<file path="src/rtl/rc_pkg.sv">
package rc_pkg;
  // Position of the enable line inside the reversible wire set.
  localparam int unsigned RC_EN_LINE = 0;
  // Offset of state bit 0 inside the wire set.
  localparam int unsigned RC_Q_BASE  = 1;
endpackage

</file>
<file path="src/rtl/rc_mct.sv">
// Multi-control Toffoli gate: controls pass through, target flips when all
// controls are 1. With NC == 1 this is a controlled-NOT.
module rc_mct #(
  parameter int unsigned NC = 1
) (
  input  logic [NC-1:0] ctrl_i,
  input  logic          tgt_i,
  output logic [NC-1:0] ctrl_o,
  output logic          tgt_o
);
  assign ctrl_o = ctrl_i;
  assign tgt_o  = tgt_i ^ (&ctrl_i);
endmodule

</file>
<file path="src/rtl/rc_cascade.sv">
// In-place gate chain over {state, enable}; gate for the top bit first.
module rc_cascade
  import rc_pkg::*;
#(
  parameter int unsigned N = 4
) (
  input  logic         en_i,
  input  logic [N-1:0] q_i,
  output logic [N-1:0] nxt_o,
  output logic         garb_o
);
  localparam int unsigned W = N + 1;

  logic [N:0][W-1:0] stg;

  assign stg[0][RC_EN_LINE]          = en_i;
  assign stg[0][W-1:RC_Q_BASE]       = q_i;

  for (genvar k = 0; k < N; k++) begin : g_stage
    localparam int unsigned BIT = N - 1 - k;
    localparam int unsigned NC  = BIT + 1;
    rc_mct #(.NC(NC)) u_gate (
      .ctrl_i (stg[k][NC-1:0]),
      .tgt_i  (stg[k][NC]),
      .ctrl_o (stg[k+1][NC-1:0]),
      .tgt_o  (stg[k+1][NC])
    );
    if (NC + 1 <= W - 1) begin : g_pass
      assign stg[k+1][W-1:NC+1] = stg[k][W-1:NC+1];
    end
  end

  assign nxt_o  = stg[N][W-1:RC_Q_BASE];
  assign garb_o = stg[N][RC_EN_LINE];
endmodule

</file>
<file path="src/rtl/rc_state_reg.sv">
module rc_state_reg #(
  parameter int unsigned W = 4
) (
  input  logic         clk,
  input  logic         rst,
  input  logic [W-1:0] d_i,
  output logic [W-1:0] q_o
);
  always_ff @(posedge clk) begin
    if (rst) q_o <= '0;
    else     q_o <= d_i;
  end
endmodule

</file>
<file path="src/rtl/rc_counter.sv">
module rc_counter #(
  parameter int unsigned N = 4
) (
  input  logic         clk,
  input  logic         rst,
  input  logic         en,
  output logic [N-1:0] count,
  output logic [N-1:0] dbg_next,
  output logic         dbg_garbage
);
  logic [N-1:0] nxt;
  logic         garb;

  rc_cascade #(.N(N)) u_cascade (
    .en_i   (en),
    .q_i    (count),
    .nxt_o  (nxt),
    .garb_o (garb)
  );

  // Feedback copy of each next-state line into the register.
  rc_state_reg #(.W(N)) u_state (
    .clk (clk),
    .rst (rst),
    .d_i (nxt),
    .q_o (count)
  );

  assign dbg_next    = nxt;
  assign dbg_garbage = garb;

  AST_RESET_CLEAR: assert property (@(posedge clk) rst |=> count == '0);
  AST_HOLD_IDLE: assert property (@(posedge clk) disable iff (rst)
    !en |=> $stable(count));
  AST_STEP_ONE: assert property (@(posedge clk) disable iff (rst)
    en |=> count == N'($past(count) + 1'b1));
  AST_WRAP_ZERO: assert property (@(posedge clk) disable iff (rst)
    (en && (&count)) |=> count == '0);
  AST_LSB_LINE: assert property (@(posedge clk) disable iff (rst)
    dbg_next[0] == (count[0] ^ en));
  AST_GARB_EN: assert property (@(posedge clk) disable iff (rst)
    dbg_garbage == en);
endmodule

</file>
<file path="config.mk">
export PLATFORM = sky130hd
export DESIGN_NAME = rc_counter
export DESIGN_NICKNAME = d
export VERILOG_FILES = /design/src/rtl/rc_pkg.sv /design/src/rtl/rc_mct.sv /design/src/rtl/rc_cascade.sv /design/src/rtl/rc_state_reg.sv /design/src/rtl/rc_counter.sv
export SDC_FILE = /design/constraint.sdc
export NUM_CORES = 1
export LEC_CHECK = 0
export BUFFER_PORTS_ARGS = -buffer_cell sky130_fd_sc_hd__buf_2
export CAP_MARGIN = 15
export CORE_AREA = 2 2 39 41
export DETAILED_ROUTE_END_ITERATION = 7
export DIE_AREA = 0 0 41 43
export PLACE_DENSITY = 0.37
export SLEW_MARGIN = 15
export SYNTH_ARGS = -nofsm -noshare
export SYNTH_HDL_FRONTEND = slang
export SYNTH_SLANG_ARGS = --single-unit
</file>
<file path="constraint.sdc">
create_clock -name clk -period 1.31 [get_ports clk]
set_input_delay 0.131 -clock clk [delete_from_list [all_inputs] [get_ports clk]]
set_output_delay 0.131 -clock clk [all_outputs]
set_load 0.02 [all_outputs]
</file>
* Yosys cells after proc, flatten, opt, wreduce, memory -nomap -nowiden
Cells that the tools add are included.
** Storage, ports and cells
- Register bits :: 4
- Latch bits :: 0
- RAM bits :: 0
- Memory bits (read-only) :: 0
- Input bits :: 3
- Output and inout bits :: 9
- Word-level logic and storage cells :: 8
- Memories :: 0
** Operators by class
- $add $sub $neg :: 0
- Multiply operators :: 0
- Div/mod/pow operators :: 0
- $lt $le $gt $ge :: 0
- Eq/ne operators :: 0
- Shifts and indexed selects :: 0
- Mux-type cells :: 0
- Bitwise gates (word level) :: 4
- Reductions and logical operators :: 3
** Operator list (count)
- 4-bit AND reduction :: 1
- 1-bit XOR :: 4
- 3-bit AND reduction :: 1
- 2-bit AND reduction :: 1

* Logic depth before layout (Yosys ltp)
- Depth in word-level cells :: 2
- Mapped depth :: 4
- Gate-level depth less buffers :: 4

* By module
From an unflattened synthesis, not the netlist that was laid out.
** Second synthesis, totals
- Cell total of the unflattened synthesis :: 29
- Area, all modules :: 260.2 um^2
** By module, submodules not included
- rc_state_reg :: times used 1, cells each 8, area each 105.1 um^2, seq. area each 80.1 um^2
- rc_mct at u_cascade.g_stage[0].u_gate :: times used 1, cells each 6, area each 45.0 um^2, seq. area each 0.0 um^2
- rc_mct at u_cascade.g_stage[1].u_gate :: times used 1, cells each 5, area each 36.3 um^2, seq. area each 0.0 um^2
- rc_cascade :: times used 1, cells each 4, area each 30.0 um^2, seq. area each 0.0 um^2
- rc_mct at u_cascade.g_stage[2].u_gate :: times used 1, cells each 4, area each 27.5 um^2, seq. area each 0.0 um^2
- rc_mct at u_cascade.g_stage[3].u_gate :: times used 1, cells each 2, area each 16.3 um^2, seq. area each 0.0 um^2

* Worst setup path before layout
OpenSTA, ideal clock, no wires.
- Path kind :: register to register
- From :: reg u_state.q_o[0]
- To :: reg u_state.q_o[2]
- Setup time :: 116 ps
- Arrival :: 991 ps
- Required time :: 1194 ps
- Slack :: 203 ps
- Cell stages (with the launch flop) :: 5
- Path buffers :: 0
- Clock period less this slack :: 1107 ps
- Cell sequence :: dfxtp_1 -> ha_1 -> ha_1 -> xor2_1 -> and2b_2
** On the way
- Longest elaborated chain between the ends :: 2
** Ends and longest elaborated chain
- from (decl) :: line rc_state_reg.sv:7 : output logic [W-1:0] q_o
- from (signal assigned) :: line rc_state_reg.sv:11 : else q_o <= d_i;
- 3-bit AND reduction :: line rc_mct.sv:12 : assign tgt_o = tgt_i ^ (&ctrl_i);
- 1-bit XOR :: line rc_mct.sv:12
- via u_cascade.g_stage[1].u_gate.tgt_o :: line rc_mct.sv:9 : output logic tgt_o
The timed path passes the listed nets, and every way through them passes these cells.
A chain may end at the register's enable or synchronous reset.

* Worst setup path after layout
- From :: reg u_state.q_o[0]
- To :: out dbg_next[2]
** On the way
- Longest elaborated chain between the ends :: 2
** Ends and longest elaborated chain
- 3-bit AND reduction :: line rc_mct.sv:12
- 1-bit XOR :: line rc_mct.sv:12
- to (decl) :: line rc_counter.sv:8 : output logic [N-1:0] dbg_next,
Every way passes these cells.

==> impl_metrics.ini <==
[status]
outcome = finished clean

[worst_setup_path]
cp_num_buf_inv = 1
worst-path-max-fanout = 2
regToRegEndpoint = u_state.q_o[2]
required_ns = 1.18
path_cells = ha_4 -> ha_4 -> xor2_2 -> buf_6
crit_slowest_cell = dfxtp_2
crit_top_cell = ha_4
cp-start-kind = register
cp.arrival_ns = 1.17
endpoint_kind = output pin
r2r_slack_ns = 0.22
timing.rr.start = u_state.q_o[0]
critPathKind = reg2out
slowest_delay_ns = 0.32
cp_top_family = flip-flops
worstRegToRegCells = 4

[min_path]
min-delay-start = rst
holdPathStages = 2
worstHoldEndpoint = u_state.q_o[0]
min_path_type = in2reg

[clocking]
cts_sinks = 4
htreeDepth = 1
cts_buffer_depth = 2
clkTransAtPathRegs_ns = 0.04
cts_tree = built
clock-root-buffer = clkbuf_4
cts_setup_buffers = 0
clkLatencyLatePin_ns = 0.23
numCtsBuffers = 3
hold_buffers = 0

[layout]
drive_gt1_frac = 0.724
finalInstanceArea_um2 = 322
post-route-util = 0.232
layout.cells.most_common_list = 8 x buf_2, 3 x nor2b_1, 3 x clkbuf_4, 3 x dfxtp_1
seq_area_um2 = 81.3
multiInputGateArea_um2 = 131
top_register = u_state.q_o
syn_to_final_growth_pct = 30.5
antenna_cells = 0
top_regs = u_state.q_o x4
final_common_cell = buf_2
layout.nets = 36
fillers = 162
largest_reg_flops = 4

[route]
ant_nets = 0
wl_per_cell_um = 9.09
drcViolationCount = 0
firstDrtPassIters = 2
wirelength_um = 409
drt_first_iter_violations = 1
avgViaCountPerCell = 3.56
vias = 160

[floorplanning]
start_util = 0.178
die-area_mm2 = 0.00176
pin_count = 12
die-width_um = 41
coreArea_mm2 = 0.00138
rows = 14
die_h_um = 43

[global_route]
grt_pass1_wl_um = 690
grt_max_degree = 6
grt_pass1_vias = 168
grt.overflow.total = 0
antenna_found_initial = 0
grt_usage = 0.0731

[sta]
worstMarginPinSlew_ns = 0.175
timing.final.crit_share = 0.990
rsz0062_at_grt = true
maxSlewHeadroom = 0.883
report.final.slew_viol_count = 0
period_needed_ns = 1.30
finalWorstSetupSlack_ns = 0.0129
fmax_ghz = 0.771
finalHoldViolCount = 0
fin_skew_ns = 0.00182
setup_violations = 0

[synth]
ys_seq_elements = 4
synth_top_area_frac = 0.325
synthCells = 24
yosysSeqAreaShare = 0.325
synth-compound-area-share = 0
yosysWarnings = 0
synthesis.area_um2 = 246
synth_mux_area_frac = 0.0609
synth_largest_area_cell = dfxtp_1
synthXorXnorAreaFrac = 0.0711
synth_top_family_by_area = buffers and inverters
syn_area_per_cell_um2 = 10.3
synth_fa_ha_area_frac = 0.102
synth-simple-area-share = 0.168
synth.area.top_cells = dfxtp_1 32%, buf_4 27%, ha_1 10%
synth_cell_types = 10
synth_nets = 29

[power_and_ir_drop]
p_leak_nw = 0.152
power_density_mw_per_mm2 = 1150
peakVddDrop_mv = 0.332

[placed_design]
post_dp_cell_area_um2 = 254
gp_congestion = 0.597
io_buffers = 11
place_ws_ns = 0.138

[flow_run]
drv_cap = 0
==> stage by stage <==
stage | setup TNS, ns | power, W | hold WS [ns] | std cells
final | 0 | 0.000368 | 0.115 | 45
after detailed placement | 0 | 0.000201 | 0.375 | 42
after floorplan | 0 | 0.000200 | 0.203 | 24
after CTS | -0.0434 | 0.000379 | 0.109 | 45
after global placement | 0 | 0.000199 | 0.361 | 42
after global routing | -0.0780 | 0.000405 | 0.116 | 45
==> kinds of logic (layout without fill, tap and decap cells) <==
| logic type | Yosys count | after routing |
|---|---|---|
| buffers and inverters | 9 | 14 |
| DFF | 4 | 4 |
| xor gates and xnor gates | 2 | 2 |
| adders and majority gates | 2 | 2 |
| and+or+nand+nor | 6 | 6 |
| muxes | 1 | 1 |
==> worst register-to-register path: stages (launching register included) <==
cell	delay, ns
dfxtp_2	0.32
ha_4	0.17
ha_4	0.16
xor2_2	0.14
and2b_2	0.19
==> layer usage <==
metal | global-route usage | up-vias | share of wire
met2 | 0.0906 | 11 | 0.45
met1 | 0.0543 | 71 | 0.39
met3 | 0.0942 | 0 | 0.15
li1 | - | 78 | -
met5 | 0 | - | 0
met4 | 0.0600 | 0 | 0
==> layout make-up <==
| type | instances | area share |
|---|---|---|
| Clock buffer | 3 | 0.0700 |
| Tap cell | 16 | 0.0623 |
| Multi-Input combinational cell | 11 | 0.409 |
| Timing Repair Buffer | 11 | 0.206 |
| Sequential cell | 4 | 0.253 |
==> where the power goes <==
group / internal, W / total [W] / switching, W
clock: 0.000103 / 0.000154 / 0.0000511
sequential: 0.000130 / 0.000137 / 0.00000744
combinational: 0.0000350 / 0.0000775 / 0.0000425
total: 0.000267 / 0.000368 / 0.000101
==> worst max path at each step <==
stage                    from        endpoint  slack (ns)  depth (start not counted)
5_1_grt        u_state.q_o[0]     dbg_next[2]       -0.05                          4
3_5_place_dp   u_state.q_o[0]     dbg_next[2]        0.14                          4
6_report       u_state.q_o[0]     dbg_next[2]        0.01                          4
2_1_floorplan  u_state.q_o[0]  u_state.q_o[2]        0.20                          4
4_1_cts        u_state.q_o[0]     dbg_next[2]       -0.04                          4
3_3_place_gp   u_state.q_o[0]     dbg_next[2]        0.14                          4
==> what timing repair did <==
action                                  in CTS  in global routing
resized for setup                            6                  4
endpoints found under the setup margin       3                  3
pin swaps                                    1                  1
==> synthesized netlist by cell type <==
| library cell | n |
|---|---|
| buf_4 | 9 |
| dfxtp_1 | 4 |
| nor2b_1 | 3 |
| ha_1 | 2 |
| and2b_2 | 1 |
| mux2_4 | 1 |
| nand3_2 | 1 |
| nor2_1 | 1 |
| xnor2_1 | 1 |
| xor2_1 | 1 |
(Power assumes the default switching activity.)
